File: src/rtl/uw_sync_pkg.sv
package uw_sync_pkg;

  localparam int WORD_W        = 20;
  localparam int CONF_W        = 3;
  localparam int CONF_MAX      = 4;
  localparam int LOCK_LEVEL    = 2;
  localparam int FRONT_END_POS = 32;
  localparam int BACK_END_POS  = 192;
  localparam int NUM_PATTERNS  = 3;

  localparam logic [WORD_W-1:0] FRONT_WORD = 20'hECD28;
  localparam logic [WORD_W-1:0] BACK_WORD  = 20'h0B677;

  typedef enum int {
    PAT_FRONT    = 0,
    PAT_BACK     = 1,
    PAT_BACK_INV = 2
  } pat_sel_e;

  typedef struct packed {
    logic front;
    logic back;
    logic back_inv;
  } uw_hits_t;

  function automatic logic [WORD_W-1:0] uw_pattern(input int idx);
    case (idx)
      PAT_FRONT:    return FRONT_WORD;
      PAT_BACK:     return BACK_WORD;
      default:      return ~BACK_WORD;
    endcase
  endfunction

endpackage

File: src/rtl/uw_bit_window.sv
module uw_bit_window #(
  parameter int W = 20
) (
  input  logic         clk,
  input  logic         rst_n,
  input  logic         shift_en,
  input  logic         bit_in,
  output logic [W-1:0] cand
);

  logic [W-2:0] hist_q;
  logic [W-2:0] hist_n;

  // Candidate window: the W-1 stored bits plus the bit arriving now (LSB).
  always_comb begin
    cand   = {hist_q, bit_in};
    hist_n = cand[W-2:0];
  end

  always_ff @(posedge clk or negedge rst_n) begin
    if (!rst_n) begin
      hist_q <= '0;
    end else if (shift_en) begin
      hist_q <= hist_n;
    end
  end

endmodule

File: src/rtl/uw_pattern_match.sv
module uw_pattern_match #(
  parameter int           W       = 20,
  parameter logic [W-1:0] PATTERN = '0,
  parameter int           MAX_ERR = 0
) (
  input  logic [W-1:0] cand,
  output logic         hit
);

  localparam int ERR_W = $clog2(W + 1);

  logic [W-1:0]     diff;
  logic [ERR_W-1:0] errs;

  always_comb begin
    diff = cand ^ PATTERN;
    errs = '0;
    for (int i = 0; i < W; i++) begin
      errs = errs + ERR_W'(diff[i]);
    end
    hit = (int'(errs) <= MAX_ERR);
  end

endmodule

File: src/rtl/uw_frame_ctrl.sv
module uw_frame_ctrl
  import uw_sync_pkg::*;
#(
  parameter int FRAME_LEN = 512,
  parameter int CNT_W     = $clog2(FRAME_LEN)
) (
  input  logic              clk,
  input  logic              rst_n,
  input  logic              sym_valid,
  input  uw_hits_t          hits,
  output logic [CNT_W-1:0]  cnt,
  output logic [CONF_W-1:0] conf,
  output logic              back_inv
);

  localparam logic [CNT_W-1:0]  POS_FRONT  = CNT_W'(FRONT_END_POS);
  localparam logic [CNT_W-1:0]  POS_BACK   = CNT_W'(BACK_END_POS);
  localparam logic [CNT_W-1:0]  POS_LAST   = CNT_W'(FRAME_LEN - 1);
  localparam logic [CONF_W-1:0] CONF_TOP   = CONF_W'(CONF_MAX);

  logic [CNT_W-1:0]  cnt_q, cnt_n;
  logic [CONF_W-1:0] conf_q, conf_n;
  logic              inv_q, inv_n;
  logic              at_front, at_back, back_any;
  logic [CONF_W-1:0] conf_up, conf_dn;

  always_comb begin
    at_front = (cnt_q == POS_FRONT - 1'b1);
    at_back  = (cnt_q == POS_BACK - 1'b1);
    back_any = hits.back | hits.back_inv;
    conf_up  = (conf_q == CONF_TOP) ? CONF_TOP : conf_q + 1'b1;
    conf_dn  = (conf_q == '0) ? '0 : conf_q - 1'b1;

    cnt_n  = cnt_q;
    conf_n = conf_q;
    inv_n  = inv_q;

    if (conf_q == '0) begin
      cnt_n = '0;
      if (hits.front) begin
        conf_n = CONF_W'(1);
        cnt_n  = POS_FRONT;
      end
    end else begin
      cnt_n = (cnt_q == POS_LAST) ? '0 : cnt_q + 1'b1;
      if (at_front) begin
        conf_n = hits.front ? conf_up : conf_dn;
      end else if (at_back) begin
        conf_n = back_any ? conf_up : conf_dn;
        if (back_any) begin
          inv_n = ~hits.back;
        end
      end
      if (conf_n == '0) begin
        cnt_n = '0;
      end
    end
  end

  always_ff @(posedge clk or negedge rst_n) begin
    if (!rst_n) begin
      cnt_q  <= '0;
      conf_q <= '0;
      inv_q  <= 1'b0;
    end else if (sym_valid) begin
      cnt_q  <= cnt_n;
      conf_q <= conf_n;
      inv_q  <= inv_n;
    end
  end

  assign cnt      = cnt_q;
  assign conf     = conf_q;
  assign back_inv = inv_q;


  pos_hold_chk: assert property (@(posedge clk) disable iff (!rst_n)
    !sym_valid |=> ($stable(cnt_q) && $stable(conf_q) && $stable(inv_q)));


  pos_range_chk: assert property (@(posedge clk) disable iff (!rst_n)
    cnt_q <= POS_LAST);


  conf_sat_chk: assert property (@(posedge clk) disable iff (!rst_n)
    conf_q <= CONF_TOP);


  acquire_chk: assert property (@(posedge clk) disable iff (!rst_n)
    (sym_valid && conf_q == '0 && hits.front) |=>
      (conf_q == CONF_W'(1) && cnt_q == POS_FRONT));


  hunt_zero_chk: assert property (@(posedge clk) disable iff (!rst_n)
    (conf_q == '0) |-> (cnt_q == '0));


  offpoint_chk: assert property (@(posedge clk) disable iff (!rst_n)
    (sym_valid && conf_q != '0 && !at_front && !at_back) |=> $stable(conf_q));


  conf_step_chk: assert property (@(posedge clk) disable iff (!rst_n)
    (sym_valid && conf_q != '0) |=>
      (conf_q == $past(conf_q) || conf_q == $past(conf_q) + 1'b1 ||
       conf_q + 1'b1 == $past(conf_q)));

endmodule

File: src/rtl/uw_frame_sync.sv
module uw_frame_sync
  import uw_sync_pkg::*;
#(
  parameter int FRAME_LEN = 512,
  parameter int MAX_ERR   = 0,
  localparam int CNT_W    = $clog2(FRAME_LEN)
) (
  input  logic             clk,
  input  logic             rst_n,
  input  logic             sym_valid,
  input  logic             sym_bit,
  output logic             frame_lock,
  output logic [CNT_W-1:0] sym_pos,
  output logic             back_inverted
);

  logic                    rst_meta_q, rst_sync_q;
  logic [WORD_W-1:0]       cand;
  logic [NUM_PATTERNS-1:0] hit_vec;
  uw_hits_t                hits;
  logic [CONF_W-1:0]       conf;

  // Reset asserts at once and releases on the second clock edge.
  always_ff @(posedge clk or negedge rst_n) begin
    if (!rst_n) begin
      rst_meta_q <= 1'b0;
      rst_sync_q <= 1'b0;
    end else begin
      rst_meta_q <= 1'b1;
      rst_sync_q <= rst_meta_q;
    end
  end

  uw_bit_window #(.W(WORD_W)) u_window (
    .clk      (clk),
    .rst_n    (rst_sync_q),
    .shift_en (sym_valid),
    .bit_in   (sym_bit),
    .cand     (cand)
  );

  for (genvar g = 0; g < NUM_PATTERNS; g++) begin : g_match
    uw_pattern_match #(
      .W       (WORD_W),
      .PATTERN (uw_pattern(g)),
      .MAX_ERR (MAX_ERR)
    ) u_match (
      .cand (cand),
      .hit  (hit_vec[g])
    );
  end

  always_comb begin
    hits.front    = hit_vec[PAT_FRONT];
    hits.back     = hit_vec[PAT_BACK];
    hits.back_inv = hit_vec[PAT_BACK_INV];
  end

  uw_frame_ctrl #(
    .FRAME_LEN (FRAME_LEN),
    .CNT_W     (CNT_W)
  ) u_ctrl (
    .clk       (clk),
    .rst_n     (rst_sync_q),
    .sym_valid (sym_valid),
    .hits      (hits),
    .cnt       (sym_pos),
    .conf      (conf),
    .back_inv  (back_inverted)
  );

  assign frame_lock = (conf >= CONF_W'(LOCK_LEVEL));


  lock_rise_chk: assert property (@(posedge clk) disable iff (!rst_sync_q)
    $rose(frame_lock) |-> (sym_pos == CNT_W'(FRONT_END_POS) || sym_pos == CNT_W'(BACK_END_POS)));

endmodule

File: config.mk
export PLATFORM = sky130hd
export DESIGN_NAME = uw_frame_sync
export DESIGN_NICKNAME = d
export VERILOG_FILES = /design/src/rtl/uw_sync_pkg.sv /design/src/rtl/uw_bit_window.sv /design/src/rtl/uw_pattern_match.sv /design/src/rtl/uw_frame_ctrl.sv /design/src/rtl/uw_frame_sync.sv
export SDC_FILE = /design/constraint.sdc
export NUM_CORES = 1
export LEC_CHECK = 0
export BUFFER_PORTS_ARGS = -buffer_cell sky130_fd_sc_hd__buf_4
export CELL_PAD_IN_SITES_DETAIL_PLACEMENT = 1
export CELL_PAD_IN_SITES_GLOBAL_PLACEMENT = 1
export CORE_MARGIN = 3
export CORE_UTILIZATION = 53
export DETAILED_ROUTE_END_ITERATION = 16
export GPL_ROUTABILITY_DRIVEN = 0
export PLACE_DENSITY = 0.83
export SLEW_MARGIN = 15
export SYNTH_ARGS = -nofsm -noshare
export SYNTH_HDL_FRONTEND = slang
export SYNTH_SLANG_ARGS = --single-unit
File: constraint.sdc
create_clock -name clk -period 3.6 [get_ports clk]
set_clock_uncertainty 0.2 [all_clocks]
set_input_delay 0.9 -clock clk [delete_from_list [all_inputs] [get_ports clk]]
set_output_delay 0.9 -clock clk [all_outputs]
set_load 0.005 [all_outputs]
==> results.ini <==
[run_status]
outcome=complete, but fails checks
violations=negative setup slack

[sta]
hold_viol=0
tns_ns=-36.94
max_freq_mhz=148.7
fin_crit_sh_pct=186.8
setup_viol=13
fin_crit_ns=6.724
max_slew_margin_pct=55.07
fin_ws_ns=-3.124
rsz0062_at_grt=true
tightest_slew_ns=0.6689
drv_slew=0

[worst_setup_path]
worst_ep_required_time_ns=3.61
worstSetupStartpointType=primary input
rr_worst_depth=23
r2r_end=u_ctrl.cnt[3]$_DFFE_PN0P_
crit_type=in2reg
worstReg2RegStart=u_window.hist_q[1]$_DFFE_PN0P_
cp-end-kind=register
worstPathArrival_ns=6.74
regToRegSetupSlack_ns=-2.94
crit_fanout=6

[die]
die_h_um=85.37
initial_core_util_pct=55.40
die_w_um=85.37
dieArea_mm2=0.007287
core.rowCount=28
io_pins=15
core_mm2=0.006026

[yosys]
yosys_warnings=0
synthCells=338
synth_edf_count=0
ys_ff_latch=34
syn_avg_cell_area_um2=9.876
synth_commonest_cells=inv_1, fa_1, ha_1
synth_flop_cell=dfrtp_1
async_reset_ff_share_pct=100.0
synthDistinctLibCells=47
syn-cell-area_mm2=0.003338
synth_top_area_share_pct=25.49
ys_seq_area_share_pct=25.49
synth_area_leaders=dfrtp_1, fa_1, ha_1, inv_1, o21ai_0
synth_top_cell_by_area=dfrtp_1
synth_nets=419
yosysMostFrequentCell=inv_1

[final_layout]
drive_gt1_share_pct=33.57
n_fill_cell=620
diodes=0
syn2layout_area_growth_pct=31.03
nets=494

[global_route]
grt_overflow=0
grt_pass1_vias=3575
grt_antenna_before_repair=0
grt_usage_pct=39.42
grt_pass1_wl_um=20870
grt_max_degree=47

[cts]
clock_latency_ns=0.32
cts.path.max_buffers=2
cts_max_level=2
root_buffer=clkbuf_8
cts_sinks=34
cts_tree=built
cts_hold_buf=0
numCtsBuffers=5
path_clk_slew_ns=0.09

[routing]
vias_per_cell=6.499
dr.pass1.iters=5
drc=0
drt_iter0_drc=230
wl_um=15540
vias=3178
wl_per_cell_um=31.78
ant_nets=0

[placed_design]
numPortBuffers=14
hpwl_um=7960

[hold_path]
hp-class=in2async

[job]
drv_cap=0

## cell type report
class / count / area, µm² / share of cell area [%]
Tap cell: 75 / 93.84 / 2.145
Timing Repair Buffer: 74 / 574.3 / 13.13
Sequential cell: 34 / 850.8 / 19.45
Clock inverter: 3 / 68.82 / 1.573
Inverter: 71 / 274.0 / 6.264
Multi-Input combinational cell: 227 / 2444 / 55.86
Clock buffer: 5 / 68.82 / 1.573
## worst max-delay path by stage
stage	to	slack [ns]	from	cells past startpoint
floorplan	u_ctrl.cnt[3]$_DFFE_PN0P_	-2.82	sym_bit	20
global placement	u_ctrl.cnt[3]$_DFFE_PN0P_	-3.06	sym_bit	21
detailed placement	u_ctrl.cnt[2]$_DFFE_PN0P_	-3.30	sym_bit	21
CTS	u_ctrl.cnt[3]$_DFFE_PN0P_	-2.83	sym_bit	22
global route	u_ctrl.cnt[3]$_DFFE_PN0P_	-3.24	sym_bit	24
finish	u_ctrl.cnt[3]$_DFFE_PN0P_	-3.12	sym_bit	24
## cells in the final DEF (no fill, tap or decap), types with 5 or more instances in the layout
cell type and n:
nand2_1 24, clkbuf_8 5, buf_4 70, dfrtp_1 34
nand2b_1 5, o21ai_0 18, fa_1 36, a21oi_1 5
nand3_1 5, inv_1 66, o21ai_2 6, ha_1 33
nor2_1 9
## registers in the layout (all words and copies together), names as in the netlist
register         count
u_window.hist_q     19
u_ctrl.cnt           9
u_ctrl.conf          3
rst_meta_q           1
rst_sync_q           1
u_ctrl.back_inv      1
## metal layers
metal | routed length [µm] | vias to the layer above | share of wire, % | GRT usage, %
met5 | 0 | - | 0 | 0
met4 | 1433 | 0 | 9.2 | 26.47
met3 | 999 | 113 | 6.4 | 6.796
met2 | 7817 | 213 | 50 | 71.82
met1 | 5290 | 1603 | 34 | 40.91
li1 | - | 1249 | - | -
## through the flow
stage          utilization (%)  setup slack [ns]  hold WS (ns)  instances  area (µm²)
2_1_floorplan                -            -2.819        0.1312        338        3371
3_3_place_gp             65.10            -3.056       0.07926        471        3923
3_5_place_dp             65.10            -3.298       0.08128        471        3923
4_1_cts                  70.18            -2.833       0.08946        486        4229
5_1_grt                  72.59            -3.239        0.1393        489        4374
6_report                 72.59            -3.124        0.1394        489        4374
## timing repair
| action | in CTS | in global routing |
|---|---|---|
| gates resized for setup | 27 | 28 |
| pin swaps | 9 | 11 |
| setup endpoints to repair | 13 | 13 |
| setup buffers | 7 | 4 |
## cell families after synthesis
group / share of synthesized area, %
AND/OR/NAND/NOR: 13.83
adder cells (fa/ha/maj): 37.86
buffers and inverters: 8.658
AO/OA/AOI/OAI: 11.17
flip-flops: 25.49
XOR/XNOR: 1.574
multiplexers: 1.312
other: 0.1123
## worst max-delay path, cell delays in order
cell and delay [ns]:
buf_8 0.09, inv_8 0.03, fa_1 0.51, inv_1 0.07
fa_1 0.57, inv_2 0.09, fa_1 0.47, fa_1 0.54
fa_1 0.45, fa_1 0.54, inv_2 0.06, ha_4 0.16
fa_2 0.38, nand3_2 0.11, a21boi_2 0.06, o221ai_2 0.25
buf_4 0.20, and3_4 0.19, a41oi_2 0.04, and3_4 0.21
o31ai_4 0.28, buf_6 0.19, nor3_2 0.05, a211o_1 0.28
Power is left out: the tool's default activity adds up to more than one toggle a clock period on the data nets, which glitch-free logic cannot reach.
